--- config.mk ---
export PLATFORM = sky130hd
export DESIGN_NAME = pkt_stat_top
export DESIGN_NICKNAME = d
export VERILOG_FILES = /design/src/rtl/pstat_pkg.sv /design/src/rtl/pstat_evt.sv /design/src/rtl/pstat_cnt.sv /design/src/rtl/pstat_csr.sv /design/src/rtl/pkt_stat_top.sv
export SDC_FILE = /design/constraint.sdc
export NUM_CORES = 1
export LEC_CHECK = 0
export ABC_AREA = 0
export BUFFER_PORTS_ARGS = -buffer_cell sky130_fd_sc_hd__buf_2
export CORE_MARGIN = 2
export CORE_UTILIZATION = 65
export DETAILED_ROUTE_END_ITERATION = 8
export GPL_TIMING_DRIVEN = 0
export PLACE_DENSITY_LB_ADDON = 0.05
export SLEW_MARGIN = 5
export SYNTH_ARGS = -nofsm -noshare
export SYNTH_HDL_FRONTEND = slang
export SYNTH_SLANG_ARGS = --single-unit
--- constraint.sdc ---
create_clock -name clk_i -period 7.2 [get_ports clk_i]
set_input_delay 0.72 -clock clk_i [delete_from_list [all_inputs] [get_ports clk_i]]
set_output_delay 0.72 -clock clk_i [all_outputs]
set_load 0.1 [all_outputs]
--- src/rtl/pstat_pkg.sv ---
package pstat_pkg;
  localparam int NUM_CNT  = 5;
  localparam int CNT_W    = 64;
  localparam int DATA_W   = 32;
  localparam int ADDR_W   = 8;
  localparam int HALVES   = CNT_W / DATA_W;
  localparam int HALF_OFS = DATA_W / 8;
  localparam int SNAP_BIT = 6;
  localparam int CLR_BIT  = 0;
  localparam logic [ADDR_W-1:0] CTRL_OFS = '0;

  typedef enum int {
    EV_TX_SOP = 0,
    EV_TX_EOP = 1,
    EV_RX_SOP = 2,
    EV_RX_EOP = 3,
    EV_RX_ERR = 4
  } ev_e;

  typedef logic [CNT_W-1:0] cnt_t;

  function automatic logic [ADDR_W-1:0] cnt_base(input int idx);
    case (idx)
      EV_TX_SOP: return ADDR_W'(8'h20);
      EV_TX_EOP: return ADDR_W'(8'h28);
      EV_RX_SOP: return ADDR_W'(8'h38);
      EV_RX_EOP: return ADDR_W'(8'h40);
      default:   return ADDR_W'(8'h48);
    endcase
  endfunction
endpackage

--- src/rtl/pstat_evt.sv ---
module pstat_evt
  import pstat_pkg::*;
(
  input  logic               tx_valid_i,
  input  logic               tx_sop_i,
  input  logic               tx_eop_i,
  input  logic               rx_valid_i,
  input  logic               rx_sop_i,
  input  logic               rx_eop_i,
  input  logic               rx_err_i,
  output logic [NUM_CNT-1:0] evt_o
);
  always_comb begin
    evt_o            = '0;
    evt_o[EV_TX_SOP] = tx_valid_i & tx_sop_i;
    evt_o[EV_TX_EOP] = tx_valid_i & tx_eop_i;
    evt_o[EV_RX_SOP] = rx_valid_i & rx_sop_i;
    evt_o[EV_RX_EOP] = rx_valid_i & rx_eop_i;
    // error counted once per packet, on its closing beat
    evt_o[EV_RX_ERR] = rx_valid_i & rx_eop_i & rx_err_i;
  end
endmodule

--- src/rtl/pstat_cnt.sv ---
module pstat_cnt #(
  parameter int W = 64
) (
  input  logic         clk_i,
  input  logic         rst_ni,
  input  logic         inc_i,
  input  logic         clr_i,
  input  logic         cap_i,
  output logic [W-1:0] live_o,
  output logic [W-1:0] shadow_o
);
  always_ff @(posedge clk_i or negedge rst_ni) begin
    if (!rst_ni) begin
      live_o   <= '0;
      shadow_o <= '0;
    end else if (clr_i) begin
      live_o   <= '0;
      shadow_o <= '0;
    end else begin
      if (cap_i) shadow_o <= live_o;
      if (inc_i) live_o <= live_o + W'(1);
    end
  end
endmodule

--- src/rtl/pstat_csr.sv ---
module pstat_csr
  import pstat_pkg::*;
(
  input  logic              clk_i,
  input  logic              rst_ni,
  input  logic              wr_i,
  input  logic              rd_i,
  input  logic [ADDR_W-1:0] addr_i,
  input  logic [DATA_W-1:0] wdata_i,
  input  cnt_t              live_i   [NUM_CNT],
  input  cnt_t              shadow_i [NUM_CNT],
  output logic              clr_o,
  output logic              cap_o,
  output logic              snap_o,
  output logic [DATA_W-1:0] rdata_o
);
  logic              ctrl_wr;
  logic              snap_q;
  logic [DATA_W-1:0] rd_nxt;
  logic              unused_wdata;

  assign unused_wdata = ^wdata_i;
  assign ctrl_wr = wr_i && (addr_i == CTRL_OFS);
  assign clr_o   = ctrl_wr && wdata_i[CLR_BIT];
  assign cap_o   = ctrl_wr && wdata_i[SNAP_BIT] && !snap_q;
  assign snap_o  = snap_q;

  always_ff @(posedge clk_i or negedge rst_ni) begin
    if (!rst_ni) snap_q <= 1'b0;
    else if (ctrl_wr) snap_q <= wdata_i[SNAP_BIT];
  end

  always_comb begin
    rd_nxt = '0;
    if (addr_i == CTRL_OFS) rd_nxt[SNAP_BIT] = snap_q;
    for (int i = 0; i < NUM_CNT; i++) begin
      for (int h = 0; h < HALVES; h++) begin
        if (addr_i == cnt_base(i) + ADDR_W'(h * HALF_OFS)) begin
          rd_nxt = snap_q ? shadow_i[i][h*DATA_W +: DATA_W]
                          : live_i[i][h*DATA_W +: DATA_W];
        end
      end
    end
  end

  always_ff @(posedge clk_i or negedge rst_ni) begin
    if (!rst_ni) rdata_o <= '0;
    else if (rd_i) rdata_o <= rd_nxt;
  end
endmodule

--- src/rtl/pkt_stat_top.sv ---
module pkt_stat_top
  import pstat_pkg::*;
(
  input  logic              clk_i,
  input  logic              rst_ni,
  input  logic              tx_valid_i,
  input  logic              tx_sop_i,
  input  logic              tx_eop_i,
  input  logic              rx_valid_i,
  input  logic              rx_sop_i,
  input  logic              rx_eop_i,
  input  logic              rx_err_i,
  input  logic              csr_wr_i,
  input  logic              csr_rd_i,
  input  logic [ADDR_W-1:0] csr_addr_i,
  input  logic [DATA_W-1:0] csr_wdata_i,
  output logic [DATA_W-1:0] csr_rdata_o
);
  logic [NUM_CNT-1:0] evt;
  logic               clr;
  logic               cap;
  logic               snap;
  cnt_t               cnt_live   [NUM_CNT];
  cnt_t               cnt_shadow [NUM_CNT];

  pstat_evt u_evt (
    .tx_valid_i (tx_valid_i),
    .tx_sop_i   (tx_sop_i),
    .tx_eop_i   (tx_eop_i),
    .rx_valid_i (rx_valid_i),
    .rx_sop_i   (rx_sop_i),
    .rx_eop_i   (rx_eop_i),
    .rx_err_i   (rx_err_i),
    .evt_o      (evt)
  );

  for (genvar g = 0; g < NUM_CNT; g++) begin : g_cnt
    pstat_cnt #(.W(CNT_W)) u_cnt (
      .clk_i    (clk_i),
      .rst_ni   (rst_ni),
      .inc_i    (evt[g]),
      .clr_i    (clr),
      .cap_i    (cap),
      .live_o   (cnt_live[g]),
      .shadow_o (cnt_shadow[g])
    );
  end

  pstat_csr u_csr (
    .clk_i    (clk_i),
    .rst_ni   (rst_ni),
    .wr_i     (csr_wr_i),
    .rd_i     (csr_rd_i),
    .addr_i   (csr_addr_i),
    .wdata_i  (csr_wdata_i),
    .live_i   (cnt_live),
    .shadow_i (cnt_shadow),
    .clr_o    (clr),
    .cap_o    (cap),
    .snap_o   (snap),
    .rdata_o  (csr_rdata_o)
  );
endmodule

### Word-level counts from Yosys, hierarchy flattened

Cells that the tools add are included.
Widths: inputs -> output; s select.

| word-level totals | value |
|---|---|
| word-level logic and storage cells | 85 |
| output and inout bits | 32 |
| register bits after elaboration | 673 |
| bits of input ports | 51 |

| operators by class | value |
|---|---|
| bitwise logic cells | 5 |
| reductions and logical operators | 12 |
| add/sub/neg operators | 5 |
| multiplexer cells | 41 |
| equal/unequal tests | 10 |

Operator list:

| operator | number |
|---|---|
| $mux 64 | 20 |
| $mux 32 | 20 |
| $add 64x1->64 const B | 5 |
| $eq 8x6->1 const B | 6 |
| $eq 8x7->1 const B | 4 |
| $reduce_bool 2->1 | 6 |
| $logic_not 8->1 | 1 |
| $and 1x1->1 | 5 |
| $logic_and 1x1->1 | 4 |
| $logic_not 1->1 | 1 |
| $mux 1 | 1 |

### Depth between registers and ports, before layout

| logic depth | value |
|---|---|
| word-level depth | 12 |
| gate-level depth with buffers | 10 |
| mapped depth without buffers | 7 |

### Hierarchy

A second synthesis with hierarchy kept.

| unflattened totals | value |
|---|---|
| cell total of the unflattened synthesis | 3823 |
| area, all modules | 37180.7 um^2 |

By module, submodules not included:

| module | cells each | area an instance (um^2) | instances | sequential area each (um^2) |
|---|---|---|---|---|
| pstat_cnt | 581 | 5928.2 | 5 | 3203.1 |
| pstat_csr | 913 | 7507.2 | 1 | 825.8 |
| pstat_evt | 5 | 32.5 | 1 | 0.0 |

### Worst setup path before layout

OpenSTA, ideal clock, no wires.

| path | value |
|---|---|
| path kind | input to register |
| start point | in csr_addr_i[5] |
| end point | reg u_csr.rdata_o[10] |
| data arrival time | 2.742 ns |
| slack | 4.331 ns |
| path buffers | 3 |
| required time | 7.074 ns |
| setup time | 0.126 ns |
| cell stages on the path | 7 |
| cells stage by stage | clkbuf_1 -> or4b_2 -> clkbuf_1 -> nor3_2 -> clkbuf_1 -> a211oi_1 -> a221o_1 |

| on the way | value |
|---|---|
| longest elaborated chain between the ends | 11 |
| elaborated cells on any way between the ends | 20 |
| classes of those cells | eq/ne: 10; mux: 10 |

Ends and longest elaborated chain:

| item | RTL line | source |
|---|---|---|
| start, declared | pkt_stat_top.sv:15 | `input logic [ADDR_W-1:0] csr_addr_i,` |
| $eq 8x6->1 | pstat_csr.sv:38 | `if (addr_i == cnt_base(i) + ADDR_W'(h * HALF_OFS)) begin` |
| $mux 32 (9 in a row) | pstat_csr.sv:38 |  |
| $mux 32 * | pstat_csr.sv:38 |  |
| end signal, assigned | pstat_csr.sv:48 | `else if (rd_i) rdata_o <= rd_nxt;` |
| end, declared | pstat_csr.sv:15 | `output logic [DATA_W-1:0] rdata_o` |

Every way passes the cells marked *; elsewhere a longest branch is shown, timed or not.
A chain may end at the register's enable or synchronous reset.

### Worst setup path in the final report

| path | value |
|---|---|
| start point | reg u_csr.snap_q, in the netlist u_csr.snap_o |
| end point | reg u_csr.rdata_o[6] |

| on the way | value |
|---|---|
| longest elaborated chain between the ends | 11 |
| elaborated cells on any way between the ends | 21 |
| classes of those cells | mux: 21 |

Ends and longest elaborated chain:

| item | RTL line | source |
|---|---|---|
| start, declared | pstat_csr.sv:18 | `logic snap_q;` |
| start signal, assigned | pstat_csr.sv:30 | `else if (ctrl_wr) snap_q <= wdata_i[SNAP_BIT];` |
| $mux 1 / $mux 32 (equally long branches) | pstat_csr.sv:35, pstat_csr.sv:39 |  |
| $mux 32 (9 in a row) | pstat_csr.sv:38 |  |
| $mux 32 * | pstat_csr.sv:38 |  |

Marked as above.

==> results.py <==
metrics = {
    "setup_path": {
        "crit_path_start": "u_csr.snap_o",
        "critPathKind": "flop to flop",
        "r2r-start": "u_csr.snap_o",
        "r2r_setup_slack_ns": 3.05,
        "r2r-end": "u_csr.rdata_o[6]",
        "cp-start-kind": "flop",
        "endpoint_kind": "flop",
        "crit_arrival_ns": 4.62,
        "crit_end": "u_csr.rdata_o[6]",
        "r2r_cells": 9,
        "required_ns": 7.67,
        "path_max_fanout": 10,
    },
    "route": {
        "viasPerCell": 6.34,
        "drt.antenna.violating_nets": 0,
        "drtPass1Iterations": 6,
        "vias": 30327,
        "wirelength_mm": 111,
        "drtIter0Drc": 3452,
        "wire_per_inst_um": 23.2,
        "drc": 0,
    },
    "pwr": {
        "power_density_nw_per_um2": 213,
        "total_leakage_power_uw": 0.0184,
        "peakVddDrop_v": 0.000185,
    },
    "timing": {
        "final_hold_viol_count": 0,
        "skew_ns": 0.0159,
        "report.final.slew_viol_count": 0,
        "worst_pin_slew_ns": 1.32,
        "finalCritPeriodShare_pct": 57.6,
        "timing.hold.ws_ns": 0.0635,
        "setup_violations": 0,
        "rsz0062_at_grt": "no",
        "slew_headroom_pct": 11.1,
        "max_freq_mhz": 241,
        "finalCriticalPeriod_ns": 4.15,
    },
    "logic_synthesis": {
        "synth.yosys.warnings": 0,
        "synth_fp_nets": 3954,
        "synth_top_area_share_pct": 48.0,
        "yosysTopAreaCell": "dfrtp_1",
        "synth_seq_cells": 673,
        "synthFlopType": "dfrtp_1",
        "synthTopCellsByArea": "dfrtp_1 (48%), nand2_1 (12%), xor2_1 (5.3%)",
        "yosysUniqueCellTypes": 61,
        "async_flop_share_pct": 100,
        "syn_inst": 3898,
        "syn_area_um2": 35100,
        "synth_edf_count": 0,
        "yosysSeqAreaShare_pct": 48.0,
        "syn_avg_cell_area_um2": 9.01,
    },
    "place": {
        "dp.cells": 4650,
        "dp_hpwl_mm": 80.0,
        "port_buffers": 48,
        "gp_routability_congestion": 0.950,
    },
    "floorplanning": {
        "die_w_um": 236,
        "row_count": 85,
        "die_h_um": 236,
        "core_area_um2": 53600,
        "ios": 83,
        "die_area_um2": 55900,
        "start_util_pct": 65.5,
    },
    "layout": {
        "drive_gt1_share_pct": 8.97,
        "nFillCells": 4104,
        "nets": 4085,
        "final_cell_mix": "nand2_1 (1108), dfrtp_1 (673), nor2_1 (327)",
        "syn_to_final_growth_pct": 10.5,
        "stdcell_count": 4780,
        "seq_area_um2": 16800,
        "final_common_cell": "nand2_1",
        "multiInputGateArea_um2": 17100,
    },
    "run_status": {
        "status": "finished, final reports clean",
    },
    "global_route": {
        "grt_pass1_vias": 29348,
        "grt_max_degree": 114,
        "antenna_found_initial": 7,
        "grt_usage_pct": 40.3,
        "grt_first_pass_wirelength_mm": 173,
        "grt_remaining_overflow": 0,
    },
    "clock_tree": {
        "cts_tree": "built",
        "clock-sinks": 673,
        "cts_root_buffer": "clkbuf_16",
        "clock_latency_ns": 0.61,
        "clock_path_buffers": 3,
        "htree_levels": 3,
        "cts_buffers": 73,
        "cts_setup_buffers": 0,
        "path_clk_slew_ns": 0.06,
        "cts_resized": 0,
        "cts.hold.buffers_added": 0,
    },
    "job": {
        "max_cap_viol_count": 0,
    },
    "min_path": {
        "min_path_type": "primary input to async pin",
    },
}
[routing by layer]
metal	GRT usage, %	part of all wire, %	vias to the layer above
met5	0	0.041	-
met4	24.5	6.9	8
met3	7.56	8.3	326
met2	61.5	45	1386
met1	53.9	40	14992
li1	-	-	13615
[flip-flops by register name (all words and copies together) (netlist names)]
name	count
u_csr.snap_o	1
g_cnt.u_cnt.shadow_o	320
g_cnt.u_cnt.live_o	320
u_csr.rdata_o	32
[where the power goes]
| part | internal, µW | switching (µW) |
|---|---|---|
| Combinational | 187 | 378 |
| Sequential | 3860 | 109 |
| Clock | 2180 | 1560 |
| Total | 6230 | 2040 |
[logic make-up (layout without fill, tap and decap cells)]
family                     after synthesis  after routing  share of synthesized area [%]
AOI/OAI and AO/OA                      419            419                           7.63
xor gates and xnor gates               283            283                           7.06
adders and majority gates                5              5                          0.178
buffers and inverters                  284            466                           3.32
DFF                                    673            673                           48.0
muxes                                  256            256                           8.68
other                                    0              4                              0
and+or+nand+nor                       1978           1978                           25.2
[cell type report]
cell class | instances | area share, %
Sequential cell | 673 | 43.4
Multi-Input combinational cell | 2941 | 44.1
Antenna cell | 4 | 0.0258
Tap cell | 696 | 2.25
Buffer | 264 | 2.81
Clock buffer | 107 | 5.48
Timing Repair Buffer | 56 | 1.16
Inverter | 20 | 0.194
Clock inverter | 19 | 0.526
[stage by stage]
step / setup WS [ns] / util [%] / TNS, ns / total power (µW) / area [µm²]
after floorplan: 4.33 / - / 0 / 4330 / 35100
after global placement: -8.93 / 67.6 / -5913.91 / 4570 / 36200
after detailed placement: 3.10 / 68.0 / 0 / 4590 / 36400
after CTS: 3.23 / 72.3 / 0 / 8280 / 38800
after global routing: 3.08 / 72.3 / 0 / 8500 / 38800
final: 3.05 / 72.4 / 0 / 8270 / 38800
[worst max-delay path, stage by stage (launching register included)]
cell     delay [ns]
dfrtp_1        0.31
buf_2          0.26
buf_2          0.44
buf_2          0.47
buf_1          0.82
mux2i_1        0.72
o21ai_0        0.20
a32o_1         0.25
a21oi_1        0.38
o21ai_0        0.13
[how the worst min path moves through the flow]
stage | to | slack [ns] | cells past startpoint
6_report | g_cnt[3].u_cnt.live_o[6] | 0.06 | 1
5_1_grt | g_cnt[3].u_cnt.live_o[6] | 0.13 | 1
4_1_cts | g_cnt[3].u_cnt.live_o[6] | 0.1 | 1
3_5_place_dp | g_cnt[4].u_cnt.shadow_o[33] | 0.45 | 2
3_3_place_gp | g_cnt[4].u_cnt.shadow_o[58] | 0.44 | 2
2_1_floorplan | g_cnt[0].u_cnt.live_o[0] | 0.42 | 0
[cell usage after synthesis, types with 4 or more instances]
cell and n:
or4_1 4, buf_1 19, buf_2 76, a221o_1 24, mux2i_1 147, inv_1 20
and4_1 45, a211o_1 5, dfrtp_1 673, a2111oi_0 22, mux2_2 78, a211oi_1 48
o32ai_1 24, a31oi_1 5, o211a_1 4, nand4_1 139, and3_1 75, nand2_1 1108
ha_1 5, nor2b_1 26, mux4_2 31, o221ai_1 6, xor2_1 214, nand3_1 104
nor3_1 27, clkbuf_1 168, xnor2_1 69, o21ai_0 104, nor4_1 31, and2_1 33
or3_1 33, nor2_1 327, a21oi_1 123, o22ai_1 37, nor4b_1 5
(Power assumes the default switching activity.)
